===== config.mk =====
export PLATFORM = sky130hd
export DESIGN_NAME = intr_move_exec
export DESIGN_NICKNAME = d
export VERILOG_FILES = /design/src/rtl/intr_move_exec.sv
export SDC_FILE = /design/constraint.sdc
export NUM_CORES = 1
export LEC_CHECK = 0
export BUFFER_PORTS_ARGS = -buffer_cell sky130_fd_sc_hd__buf_2
export CAP_MARGIN = 20
export CORE_ASPECT_RATIO = 0.5
export CORE_MARGIN = 3
export CORE_UTILIZATION = 52
export DETAILED_ROUTE_END_ITERATION = 16
export PLACE_DENSITY = 0.77
export SLEW_MARGIN = 25
export SYNTH_ARGS = -nofsm -noshare
export SYNTH_HDL_FRONTEND = slang
export SYNTH_SLANG_ARGS = --single-unit
export TNS_END_PERCENT = 1

===== constraint.sdc =====
create_clock -name clk -period 17.4 [get_ports clk]
set_input_delay 5.22 -clock clk [delete_from_list [all_inputs] [get_ports clk]]
set_output_delay 5.22 -clock clk [all_outputs]
set_load 0.01 [all_outputs]

===== src/rtl/intr_move_exec.sv =====
module intr_move_exec #(
  parameter int AW   = 32,
  parameter int CIDW = 16,
  parameter int INTW = 16,
  parameter int PNW  = 16,
  parameter int SPUR = 1023
) (
  input  logic            clk,
  input  logic            rst_n,
  input  logic            start,
  input  logic [AW-1:0]   cmd_base,
  input  logic [AW-1:0]   cmd_off,
  input  logic [AW-1:0]   dev_base,
  input  logic [AW-1:0]   coll_base,
  input  logic [31:0]     dev_entries,
  input  logic [CIDW:0]   coll_entries,
  input  logic [PNW:0]    cpu_count,
  output logic            mem_req,
  output logic            mem_we,
  output logic [AW-1:0]   mem_addr,
  output logic [63:0]     mem_wdata,
  input  logic            mem_ack,
  input  logic            mem_err,
  input  logic [63:0]     mem_rdata,
  output logic            mv_valid,
  output logic [PNW-1:0]  mv_from,
  output logic [PNW-1:0]  mv_to,
  output logic [INTW-1:0] mv_intid,
  output logic            done,
  output logic            stall,
  output logic            err_valid,
  output logic [3:0]      err_code
);
  localparam int IC_LO = 2*INTW + 2;
  localparam logic [INTW-1:0] SPUR_ID = INTW'(SPUR);

  typedef enum logic [1:0] {S_IDLE, S_MEM, S_EVAL} st_t;
  st_t st;
  logic [2:0] step;

  logic [31:0]     devid, evid;
  logic [CIDW-1:0] nicid, oicid;
  logic            dte_v, ite_v, octe_v, ncte_v;
  logic [4:0]      dte_size;
  logic [AW-1:0]   itt_base;
  logic [INTW-1:0] intid;
  logic [PNW-1:0]  otgt, ntgt;
  logic [3:0]      code;

  wire unused_rd = ^mem_rdata;

  wire [5:0]    ev_shift = {1'b0, dte_size} + 6'd1;
  wire          ev_bad   = (({1'b0, evid} >> ev_shift) != 33'd0);
  wire [AW-1:0] ite_addr = itt_base + AW'({evid, 3'b000});

  assign mem_req   = (st == S_MEM);
  assign mem_we    = (step == 3'd7);
  assign mem_wdata = 64'({nicid, SPUR_ID, intid, 2'b11});

  always_comb begin
    case (step)
      3'd0, 3'd1, 3'd2: mem_addr = cmd_base + cmd_off + AW'({step, 3'b000});
      3'd3:             mem_addr = dev_base + AW'({devid, 3'b000});
      3'd5:             mem_addr = coll_base + AW'({oicid, 3'b000});
      3'd6:             mem_addr = coll_base + AW'({nicid, 3'b000});
      default:          mem_addr = ite_addr;
    endcase
  end

  always_comb begin
    code = 4'd0;
    case (step)
      3'd2: if (devid >= dev_entries) code = 4'd1;
      3'd3: if (!dte_v) code = 4'd2;
            else if (ev_bad) code = 4'd3;
      3'd4: if (!ite_v) code = 4'd4;
            else if ({1'b0, oicid} >= coll_entries) code = 4'd5;
            else if ({1'b0, nicid} >= coll_entries) code = 4'd6;
      3'd5: if (!octe_v) code = 4'd7;
      3'd6: if (!ncte_v) code = 4'd8;
            else if ({1'b0, otgt} >= cpu_count) code = 4'd9;
            else if ({1'b0, ntgt} >= cpu_count) code = 4'd10;
      default: code = 4'd0;
    endcase
  end

  always_ff @(posedge clk or negedge rst_n) begin
    if (!rst_n) begin
      st <= S_IDLE;
      step <= '0;
      devid <= '0; evid <= '0; nicid <= '0; oicid <= '0;
      dte_v <= 1'b0; ite_v <= 1'b0; octe_v <= 1'b0; ncte_v <= 1'b0;
      dte_size <= '0; itt_base <= '0; intid <= '0; otgt <= '0; ntgt <= '0;
      mv_valid <= 1'b0; mv_from <= '0; mv_to <= '0; mv_intid <= '0;
      done <= 1'b0; stall <= 1'b0; err_valid <= 1'b0; err_code <= '0;
    end else begin
      done <= 1'b0;
      err_valid <= 1'b0;
      mv_valid <= 1'b0;
      case (st)
        S_IDLE: if (start) begin
          st <= S_MEM;
          step <= '0;
        end
        S_MEM: if (mem_ack) begin
          if (mem_err || step == 3'd7) begin
            st <= S_IDLE;
            done <= 1'b1;
            stall <= mem_err;
          end else begin
            st <= S_EVAL;
            case (step)
              3'd0: devid <= mem_rdata[63:32];
              3'd1: evid <= mem_rdata[31:0];
              3'd2: nicid <= mem_rdata[CIDW-1:0];
              3'd3: begin
                dte_v <= mem_rdata[0];
                dte_size <= mem_rdata[5:1];
                itt_base <= mem_rdata[32 +: AW];
              end
              3'd4: begin
                ite_v <= mem_rdata[0];
                intid <= mem_rdata[2 +: INTW];
                oicid <= mem_rdata[IC_LO +: CIDW];
              end
              3'd5: begin
                octe_v <= mem_rdata[0];
                otgt <= mem_rdata[1 +: PNW];
              end
              default: begin
                ncte_v <= mem_rdata[0];
                ntgt <= mem_rdata[1 +: PNW];
              end
            endcase
          end
        end
        default: begin
          if (code != 4'd0) begin
            st <= S_IDLE;
            done <= 1'b1;
            stall <= 1'b0;
            err_valid <= 1'b1;
            err_code <= code;
          end else begin
            st <= S_MEM;
            step <= step + 3'd1;
            if (step == 3'd6 && otgt != ntgt) begin
              mv_valid <= 1'b1;
              mv_from <= otgt;
              mv_to <= ntgt;
              mv_intid <= intid;
            end
          end
        end
      endcase
    end
  end
endmodule



Yosys cells after proc, flatten, opt, wreduce, memory -nomap -nowiden
Cells that the tools add are included.
{"block": "word_totals", "elab_cells": 110, "input_bits": 263, "out_inout_bits": 154, "regBits": 246}
{"block": "classes", "shift": 1, "n_mux": 32, "reduce_logical": 22, "bitwise": 6, "order_cmp": 5, "eq_ne": 13, "add_sub_neg": 8}
{"operator": "$pmux 32 s4", "n": 1}
{"operator": "$add 32x32->32", "n": 3}
{"operator": "$ge 16x17->1", "n": 4}
{"operator": "$add 32x19->32", "n": 2}
{"operator": "$reduce_bool 33->1", "n": 1}
{"operator": "$shr 32x6->33", "n": 1}
{"operator": "$add 32x6->32", "n": 1}
{"operator": "$ge 32x32->1", "n": 1}
{"operator": "$reduce_and 4->1", "n": 8}
{"operator": "$pmux 4 s5", "n": 1}
{"operator": "$mux 3", "n": 6}
{"operator": "$ne 16x16->1", "n": 1}
{"operator": "$eq 3x3->1 const B", "n": 4}
{"operator": "$mux 1", "n": 12}
{"operator": "$mux 4", "n": 3}
{"operator": "$mux 2", "n": 5}
{"operator": "$add 5x1->6 const B", "n": 1}
{"operator": "$eq 3x2->1 const B", "n": 2}
{"operator": "$ne 2x1->1 const B", "n": 3}
{"operator": "$not 1->1", "n": 6}
{"operator": "$pmux 3 s2", "n": 1}
{"operator": "$reduce_and 3->1", "n": 2}
{"operator": "$reduce_or 6->1", "n": 1}
{"operator": "$pmux 1 s2", "n": 2}
{"operator": "14 further kinds", "n": 15}

Logic depth before layout (Yosys ltp)
Gate-level depths: netlist of run 1.
{"block": "depth", "depth_word": 9, "ltp_mapped": 18, "mapped_depth_nobuf": 16}

Worst setup path after synthesis of run 1
No wires, ideal clock.
{"block": "synth_path", "path_kind": "input to output", "startpoint": "input port cmd_base[5]", "endpoint": "output port mem_addr[30]", "path_slack_ps": 4078, "n_path_buf": 0, "cell_stages": 11, "required_time_ps": 12180, "arrival_time_ps": 8102, "path_cell_list": "fa_1 -> ha_1 -> o21ai_0 -> a2111oi_0 -> a21oi_1 -> a2111oi_0 -> o21ai_0 -> a31oi_1 -> xor2_1 -> a22oi_1 -> o211ai_1"}
{"block": "synth_via", "elab_chain_cells": 3}
{"item": "start, declared", "line_no": "11", "rtl": "input logic [AW-1:0] cmd_base,"}
{"item": "$add 32x32->32", "line_no": "62", "rtl": "3'd0, 3'd1, 3'd2: mem_addr = cmd_base + cmd_off + AW'({step, 3'b000});"}
{"item": "$add 32x6->32", "line_no": "62"}
{"item": "$pmux 32 s4", "line_no": "61", "rtl": "case (step)"}
{"item": "end, declared", "line_no": "20", "rtl": "output logic [AW-1:0] mem_addr,"}
No other way between the ends.

Final worst setup path of run 1
Ends and elaborated chain as after synthesis.

==> results of run 1 <==
-- logic make-up (layout without fill, tap and decap cells) --
logic type,Yosys count,after routing,share of synthesized area [%]
compound gates,480,480,17.24
simple gates,340,340,9.305
mux,253,253,15.04
flops,246,246,32.49
fa+ha+maj,239,239,16.06
buf+inv,191,555,4.682
xor+xnor,111,111,5.131
other cells,2,33,0.03964
-- cells in the mapped netlist, drive strengths merged, types with 27 or more instances --
| master | number |
|---|---|
| inv | 108 |
| mux2 | 251 |
| buf | 50 |
| nor2 | 73 |
| o21ai | 88 |
| xor2 | 41 |
| nand2 | 66 |
| nand3 | 29 |
| and3 | 27 |
| dfrtp | 246 |
| nor3 | 38 |
| a21oi | 111 |
| clkbuf | 33 |
| ha | 232 |
| a21o | 64 |
| xnor2 | 70 |
-- flip-flops by register name, indices dropped and copies added (netlist names), 2 cells and up --
signal	count
devid	32
evid	32
itt_base	32
intid	16
mv_from	16
mv_intid	16
mv_to	16
nicid	16
ntgt	16
oicid	16
otgt	16
dte_size	5
err_code	4
step	3
st	2
-- power breakdown --
group / total (mW) / internal (mW) / switching (mW)
combinational: 1.92 / 0.835 / 1.08
clock: 0.571 / 0.341 / 0.230
sequential: 0.976 / 0.752 / 0.224
-- per-stage QoR --
step	hold slack, ns	setup WS, ns	std cells
CTS	0.4852	3.029	2731
finish	0.4807	3.030	2732
global route	0.5097	2.649	2732
global placement	0.4667	3.158	2683
floorplan	0.4701	4.078	1892
detailed placement	0.4695	3.050	2685
-- final cells by class --
class | instances | area (um2) | share of cell area [%]
Multi-Input combinational cell | 1455 | 12030 | 54.26
Antenna cell | 1 | 2.502 | 0.01129
Clock buffer | 33 | 728.2 | 3.285
Timing Repair Buffer | 401 | 2096 | 9.455
Sequential cell | 246 | 6156 | 27.77
Clock inverter | 13 | 156.4 | 0.7056
Tap cell | 475 | 594.3 | 2.681
Inverter | 108 | 405.4 | 1.829
-- layer usage --
layer / global-route usage, % / routed length, um
met5: 0 / 8
met4: 7.671 / 1517
met3: 3.486 / 4129
met2: 49.32 / 27760
met1: 41.61 / 26100
-- critical path: cells and delay by family --
kind,cells,cell delay [ns]
xor+xnor,1,0.21
compound gates,8,2.65
fa+ha+maj,2,0.81
buf+inv,2,0.27
-- cell usage in the layout, fill, tap and decap left out, types with 6 or more instances in the layout --
cell / instances
nand2b_1: 17
nand4_1: 18
o21ai_0: 83
a211oi_1: 21
conb_1: 32
or3_1: 14
a221oi_1: 9
nand2_1: 66
xor2_1: 41
and4_1: 7
a222oi_1: 7
mux2_1: 9
buf_4: 14
o22ai_1: 8
clkbuf_16: 27
and2_1: 12
fa_1: 7
ha_1: 232
nor2b_1: 18
nor2_1: 73
xnor2_1: 70
buf_2: 383
o211ai_1: 25
a31oi_1: 17
o2111ai_1: 6
nor3_1: 37
o21a_1: 16
o221ai_1: 11
mux2_2: 241
dfrtp_1: 246
nand3_1: 27
inv_1: 107
a21boi_0: 7
and3_1: 27
a21o_1: 64
a2111oi_0: 16
o21bai_1: 8
a22oi_1: 11
a21oi_1: 111
-- worst max path at each step --
stage	from	end	slack (ns)	cells past startpoint
global placement	cmd_base[5]	mem_addr[30]	3.16	13
finish	cmd_base[5]	mem_addr[30]	3.03	13
global route	cmd_base[5]	mem_addr[30]	2.65	13
CTS	cmd_base[5]	mem_addr[30]	3.03	13
detailed placement	cmd_base[5]	mem_addr[30]	3.05	13
floorplan	cmd_base[5]	mem_addr[30]	4.08	11
==> results_dict.tcl, run 1 <==
set metrics [dict create \
    r2r_start "devid[0]" \
    vias 16320 \
    syn_inst 1862 \
    yosys-top-cells-area "dfrtp_1, ha_1, mux2_2" \
    place.gp.congestion 0.9681 \
    grt_overflow 0 \
    path_clk_slew_ns 0.06 \
    die_w_um 275.9 \
    power_leakage_nw 11.58 \
    syn-cell-area_mm2 0.01895 \
    worst_hold_path_type "reg2reg" \
    critPathKind "in2out" \
    n_fill_cell 2914 \
    fin_area_mm2 0.02217 \
    postRouteAntennaNets 0 \
    worst-path-max-fanout 6 \
    grt_pass1_vias 16090 \
    synth_cell_types 82 \
    cts-root-buf "clkbuf_16" \
    finalCritPeriodShare_pct 82.59 \
    worstHoldEndpoint "mv_from[1]" \
    powerDensity_mw_per_mm2 156.2 \
    firstDrtPassIters 5 \
    holdPathStages 1 \
    end_kind "output pin" \
    arrival_ns 9.15 \
    synthDominantCellAreaShare_pct 32.49 \
    place_area_mm2 0.02127 \
    relSlewSlack_pct 27.50 \
    tns_ns 0 \
    hold_buffers 0 \
    slew_violations 0 \
    fin_skew_ns 0.01419 \
    status "complete, no violations" \
    drtIter0Drc 1101 \
    drc 0 \
    track_usage_pct 29.77 \
    clk_path_buf_depth 3 \
    ir_worst_vdd_mv 0.09070 \
    rsz0062_at_grt "false" \
    placement.io_buffers 384 \
    total_power_mw 3.463 \
    rows 48 \
    cpPeakStageDelay_ns 0.82 \
    syn_area_per_cell_um2 10.17 \
    die_area_mm2 0.03890 \
    drive_above_1_share_pct 31.21 \
    worst-r2r-setup-slack_ns 13.00 \
    min_from "mv_from[1]" \
    reg2reg_depth 12 \
    cts_buffers 26 \
    finalSetupViolCount 0 \
    cp_slowest_cell "a2111oi_0" \
    r2r_end "mv_intid[12]" \
    synth_ff_type "dfrtp_1" \
    grt_max_degree 90 \
    hpwl_mm 47.46 \
    cts_setup_buffers 0 \
    ys_ff_latch 246 \
    areaGrowthSynthToFinish_pct 16.99 \
    htree_levels 1 \
    start_kind "input pin" \
    ctsResizeCount 0 \
    async_flop_share_pct 100.0 \
    die-height_um 141.0 \
    period_needed_ns 14.37 \
    worst_ep_required_time_ns 12.18 \
    cts.sinks 246 \
    initial_core_util_pct 53.83 \
    utilization_pct 62.98 \
    fmax_mhz 69.59 \
    crit_chain "buf_2, fa_1, ha_1, o21ai_0, a2111oi_0, a21oi_1, a2111oi_0, o21ai_0, a31oi_1, xor2_1, a22oi_1, o211ai_1, buf_2" \
    cts_tree "yes" \
    synth_top_area_cell "dfrtp_1" \
    yosysWarnings 0 \
    drt_wl_total_mm 59.51 \
    hold_violations 0 \
    grt_pass1_wl_mm 90.35 \
    wl_per_cell_um 21.78 \
    cap_violations 0 \
    insertion_delay_ns 0.53 \
    yosysSeqAreaShare_pct 32.49 \
    core-area_mm2 0.03519 \
    io_pins 417 \
    synth_edf_count 0 \
    tightestPinTransition_ns 1.060 \
    avgViaCountPerCell 5.973 \
    nNetsFinal 2740 \
    antenna_found_initial 2 \
]
Power figures use the tool's default switching activity.
==> run 2, diff against run 1 <==
Settings changed: ABC_AREA from default to 1, CORE_UTILIZATION 52 to 51, PLACE_DENSITY 0.77 to 0.78.
Clock period 17.4 ns to 12.27 ns, I/O delays scaled along.
==> results_dict.tcl, run 2 <==
set metrics [dict create \
    status "complete, no violations" \
    critPathKind "in2out" \
    r2r_end "mv_intid[15]" \
    finalCritPeriodShare_pct 84.18 \
    arrival_ns 6.65 \
    grt_pass1_wl_mm 109.8 \
    synthTopCellsByCount "nand2_1, inv_1, o21ai_0" \
    cts_tree "yes" \
    worst_hold_path_type "reg2reg" \
    place.gp.congestion 0.9871 \
    nNetsFinal 3641 \
    reg2reg_depth 16 \
    min_from "err_code[3]" \
    tightestPinTransition_ns 1.110 \
    ctsResizeCount 0 \
    powerDensity_mw_per_mm2 207.6 \
    slew_violations 0 \
    worst-r2r-setup-slack_ns 7.96 \
    drive_above_1_share_pct 15.78 \
    die_w_um 285.3 \
    grt_overflow 0 \
    die-height_um 145.7 \
    drc 0 \
    r2r_start "devid[19]" \
    cap_violations 0 \
    hold_buffers 0 \
    yosysSeqAreaShare_pct 30.94 \
    cts_setup_buffers 0 \
    die_area_mm2 0.04156 \
    synth_ff_type "dfrtp_1" \
    yosys-top-cells-area "dfrtp_1, nand2_1, ha_1" \
    io_pins 417 \
    mostFrequentLayoutCells "nand2_1, buf_2, inv_1, o21ai_0, dfrtp_1" \
    syn_area_per_cell_um2 7.128 \
    ir_worst_vdd_mv 0.1043 \
    power_leakage_nw 12.71 \
    synthDominantCellAreaShare_pct 30.94 \
    dp.cells 3633 \
    syn_inst 2791 \
    initial_core_util_pct 52.48 \
    rsz0062_at_grt "false" \
    synth_edf_count 0 \
    finalSetupViolCount 0 \
    fmax_mhz 96.82 \
    synth_top_area_cell "dfrtp_1" \
    hold_violations 0 \
    syn-cell-area_mm2 0.01989 \
    antenna_found_initial 3 \
    dpl_worst_slack_ns 2.031 \
    n_fill_cell 3638 \
    hpwl_mm 57.74 \
    ys_ff_latch 246 \
    final_common_cell "nand2_1" \
    track_usage_pct 33.37 \
    utilization_pct 60.57 \
    end_kind "output pin" \
    postRouteAntennaNets 0 \
    wl_per_cell_um 19.48 \
    period_needed_ns 10.33 \
    synth_cell_types 47 \
    worst-path-max-fanout 6 \
    fin_area_mm2 0.02296 \
    cts-root-buf "clkbuf_16" \
    tns_ns 0 \
    grt_max_degree 101 \
    avgViaCountPerCell 5.609 \
    place_area_mm2 0.02211 \
    layout_setup_ws_ns 1.942 \
    cts.sinks 246 \
    drt_wl_total_mm 71.67 \
    worst_ep_required_time_ns 8.59 \
    placement.io_buffers 384 \
    drtIter0Drc 1867 \
    rows 50 \
    worstHoldEndpoint "err_code[3]" \
    yosysWarnings 0 \
    firstDrtPassIters 6 \
    fin_skew_ns 0.01541 \
    areaGrowthSynthToFinish_pct 15.43 \
    core-area_mm2 0.03791 \
    start_kind "input pin" \
    cts_buffers 23 \
    path_clk_slew_ns 0.07 \
    vias 20630 \
    grt_pass1_vias 19330 \
    insertion_delay_ns 0.56 \
    holdPathStages 2 \
    finalNonFillerCells 3679 \
    htree_levels 1 \
    relSlewSlack_pct 25.34 \
    reg_top3 "devid (32), evid (32), itt_base (32)" \
    async_flop_share_pct 100.0 \
    yosysMostFrequentCell "nand2_1" \
    clk_path_buf_depth 3 \
]
-- run 2: kinds of logic (layout without fill, tap and decap cells) --
kind of cell	after synthesis	in the layout	synth area share (%)
compound gates	644	644	17.70
flops	246	246	30.94
fa+ha+maj	239	239	15.30
mux	13	13	0.7358
simple gates	1193	1193	24.94
other cells	2	35	0.03775
xor+xnor	30	30	1.321
buf+inv	424	759	9.019
-- run 2: worst max-delay path by stage --
stage / from / end / slack, ns
floorplan: cmd_base[4] / mem_addr[29] / 2.69
global placement: cmd_base[3] / mem_addr[16] / 2.05
detailed placement: cmd_base[1] / mem_addr[11] / 2.03
CTS: cmd_base[1] / mem_addr[11] / 2.01
global route: cmd_base[1] / mem_addr[11] / 1.74
finish: cmd_base[1] / mem_addr[11] / 1.94
-- run 2: worst max-delay path, stage by stage --
cell and delay (ns):
buf_2 0.10, ha_1 0.28, ha_1 0.18, inv_1 0.08
fa_1 0.36, inv_1 0.09, nand3_1 0.10, nand2_1 0.08
nand2_1 0.08, nand3_1 0.08, nand2_1 0.08, o21bai_1 0.41
a21oi_1 0.17, or2_2 0.30, a31oi_1 0.25, nand2_1 0.16
buf_2 0.17
-- run 2: layer usage --
layer,vias to the layer above,share of wire (%),wire (um),GRT usage (%)
li1,10020,-,-,-
met1,9699,44,31420,46.48
met2,802,47,33370,55.36
met3,109,6.6,4737,3.490
met4,0,3.0,2138,9.448
met5,-,0,0,0
-- run 2: layout make-up --
cell class                 count  area (um2)  area share (%)
antenna                        3       7.507         0.03269
clock buffer                  29       618.1           2.692
clock inverter                13       197.7          0.8609
inverter                     322        1214           5.285
multi-input combinational   2151       12090           52.63
sequential                   246        6156           26.81
tap                          520       650.6           2.833
timing repair buffer         395        2034           8.859
-- run 2: where the power goes --
group	total [mW]	switching [mW]	internal (mW)	leakage, nW
sequential	1.37	0.333	1.04	3.27
combinational	2.60	1.67	0.931	9.05
clock	0.798	0.350	0.448	0.386
-- run 2: metrics by stage --
stage | total power, mW | hold slack, ns
floorplan | 2.954 | 0.4530
global placement | 3.872 | 0.4578
detailed placement | 3.905 | 0.4572
CTS | 4.709 | 0.4735
global route | 5.122 | 0.5008
finish | 4.768 | 0.4739
==> run 3, diff against run 2 <==
Clock period 12.27 ns to 8.94 ns, I/O delays scaled along.
==> results_dict.tcl, run 3 (synthesis results as in run 2) <==
set metrics [dict create \
    status "complete, no violations" \
    grt_overflow 0 \
    place_area_mm2 0.02211 \
    crit_chain "buf_2, ha_1, ha_1, inv_1, fa_1, inv_1, nand3_1, nand2_1, nand2_1, nand3_1, nand2_1, o21bai_1, a21oi_1, or2_2, a31oi_1, nand2_1, buf_2" \
    areaGrowthSynthToFinish_pct 15.40 \
    finalCritPeriodShare_pct 92.98 \
    r2r_end "mv_intid[2]" \
    end_kind "output pin" \
    timing.hold.ws_ns 0.4770 \
    fin_area_mm2 0.02296 \
    slew_violations 0 \
    cpPeakStageDelay_ns 0.42 \
    drtIter0Drc 1626 \
    drt_wl_total_mm 70.34 \
    min_from "mv_intid[2]" \
    fmax_mhz 120.3 \
    worst_ep_required_time_ns 6.26 \
    drive_above_1_share_pct 15.75 \
    maxUsedRoutingLayer "met4" \
    power_leakage_nw 12.70 \
    finalSetupViolCount 0 \
    clk_path_buf_depth 3 \
    hpwl_mm 57.13 \
    arrival_ns 5.63 \
    worst-r2r-setup-slack_ns 4.55 \
    core-area_mm2 0.03791 \
    grt_pass1_vias 19300 \
    cpMostUsedCell "nand2_1" \
    final_common_cell "nand2_1" \
    cts_setup_buffers 0 \
    fin_skew_ns 0.01913 \
    vias 20400 \
    avgViaCountPerCell 5.545 \
    postRouteAntennaNets 0 \
    cts.sinks 246 \
    rsz0062_at_grt "false" \
    ctsResizeCount 0 \
    powerDensity_mw_per_mm2 284.1 \
    hold_violations 0 \
    htree_levels 1 \
    multi_input_area_mm2 0.01209 \
    start_kind "input pin" \
    nNetsFinal 3642 \
    grt_max_degree 107 \
    cp_num_buf_inv 4 \
    met1_length_mm 30.69 \
    reg2reg_depth 16 \
    worstHoldEndpoint "mv_intid[2]" \
    path_clk_slew_ns 0.07 \
    reg_top3 "devid (32), evid (32), itt_base (32)" \
    die_area_mm2 0.04156 \
    total_power_mw 6.522 \
    wl_per_cell_um 19.12 \
    cts_tree "yes" \
    cap_violations 0 \
    wl_met2_mm 32.38 \
    dr_wl_met3_mm 4.736 \
    r2r_start "devid[19]" \
    cts_buffers 24 \
    drc 0 \
    worst-path-max-fanout 6 \
    cp_slowest_cell "o21bai_1" \
    n_fill_cell 3667 \
    rows 50 \
    initial_core_util_pct 52.48 \
    placement.io_buffers 384 \
    mostFrequentLayoutCells "nand2_1, buf_2, inv_1, o21ai_0, dfrtp_1" \
    holdPathStages 2 \
    critPathKind "in2out" \
    die_w_um 285.3 \
    track_usage_pct 32.81 \
    insertion_delay_ns 0.57 \
    tns_ns 0 \
    cts-root-buf "clkbuf_16" \
    tightestPinTransition_ns 1.170 \
    ir_worst_vdd_mv 0.1246 \
    grt_pass1_wl_mm 107.9 \
    worst_hold_path_type "reg2reg" \
    firstDrtPassIters 7 \
    io_pins 417 \
    place.gp.congestion 0.9693 \
    antenna_found_initial 4 \
    regArea_mm2 0.006156 \
    relSlewSlack_pct 21.30 \
    critPathTopFamily "simple AND/OR/NAND/NOR gates" \
    period_needed_ns 8.312 \
    hold_buffers 0 \
    die-height_um 145.7 \
]
[run 3: worst max-delay path by stage]
stage | from | slack [ns] | cells after the start | to
2_1_floorplan | cmd_base[4] | 1.36 | 15 | mem_addr[29]
3_3_place_gp | cmd_base[4] | 0.73 | 17 | mem_addr[29]
3_5_place_dp | cmd_base[1] | 0.71 | 17 | mem_addr[11]
4_1_cts | cmd_base[1] | 0.69 | 17 | mem_addr[11]
5_1_grt | cmd_base[3] | 0.46 | 17 | mem_addr[16]
6_report | cmd_base[1] | 0.63 | 17 | mem_addr[11]
[run 3: where the power goes]
| part | total, mW | switching (mW) | internal (mW) |
|---|---|---|---|
| registers | 1.89 | 0.464 | 1.43 |
| clock network | 1.09 | 0.478 | 0.612 |
| logic | 3.54 | 2.27 | 1.27 |
[run 3: metrics by stage]
step	instances	utilization (%)	worst slack, ns
6_report	3679	60.56	0.6276
5_1_grt	3679	60.56	0.4630
2_1_floorplan	2821	-	1.360
4_1_cts	3676	60.51	0.6927
3_3_place_gp	3634	58.31	0.7330
3_5_place_dp	3634	58.32	0.7115
[run 3: layout make-up]
type | instances | share of cell area [%]
multi-input combinational | 2151 | 52.65
sequential | 246 | 26.81
timing repair buffer | 395 | 8.774
inverter | 322 | 5.286
clock buffer | 31 | 2.861
tap | 520 | 2.834
clock inverter | 11 | 0.7521
antenna | 3 | 0.03270
[run 3: layer usage]
layer / global-route usage, % / up-vias
met5: 0 / -
met4: 10.60 / 0
met3: 4.304 / 140
met2: 54.12 / 739
met1: 44.88 / 9517
li1: - / 10010
[run 3: worst register-to-register path, cell delays in order (launching register included)]
cell,delay [ns]
dfrtp_1,0.45
ha_1,0.32
nand2_1,0.11
nor3_1,0.20
nand3_1,0.15
nor4_1,0.90
nand4_1,0.17
nand3_1,0.31
nand2_1,0.09
inv_1,0.06
nor2_1,0.04
nand2_1,0.12
nor2_2,0.08
nand2_4,0.51
clkinv_4,0.49
nand2_1,0.22
nand2_1,0.06
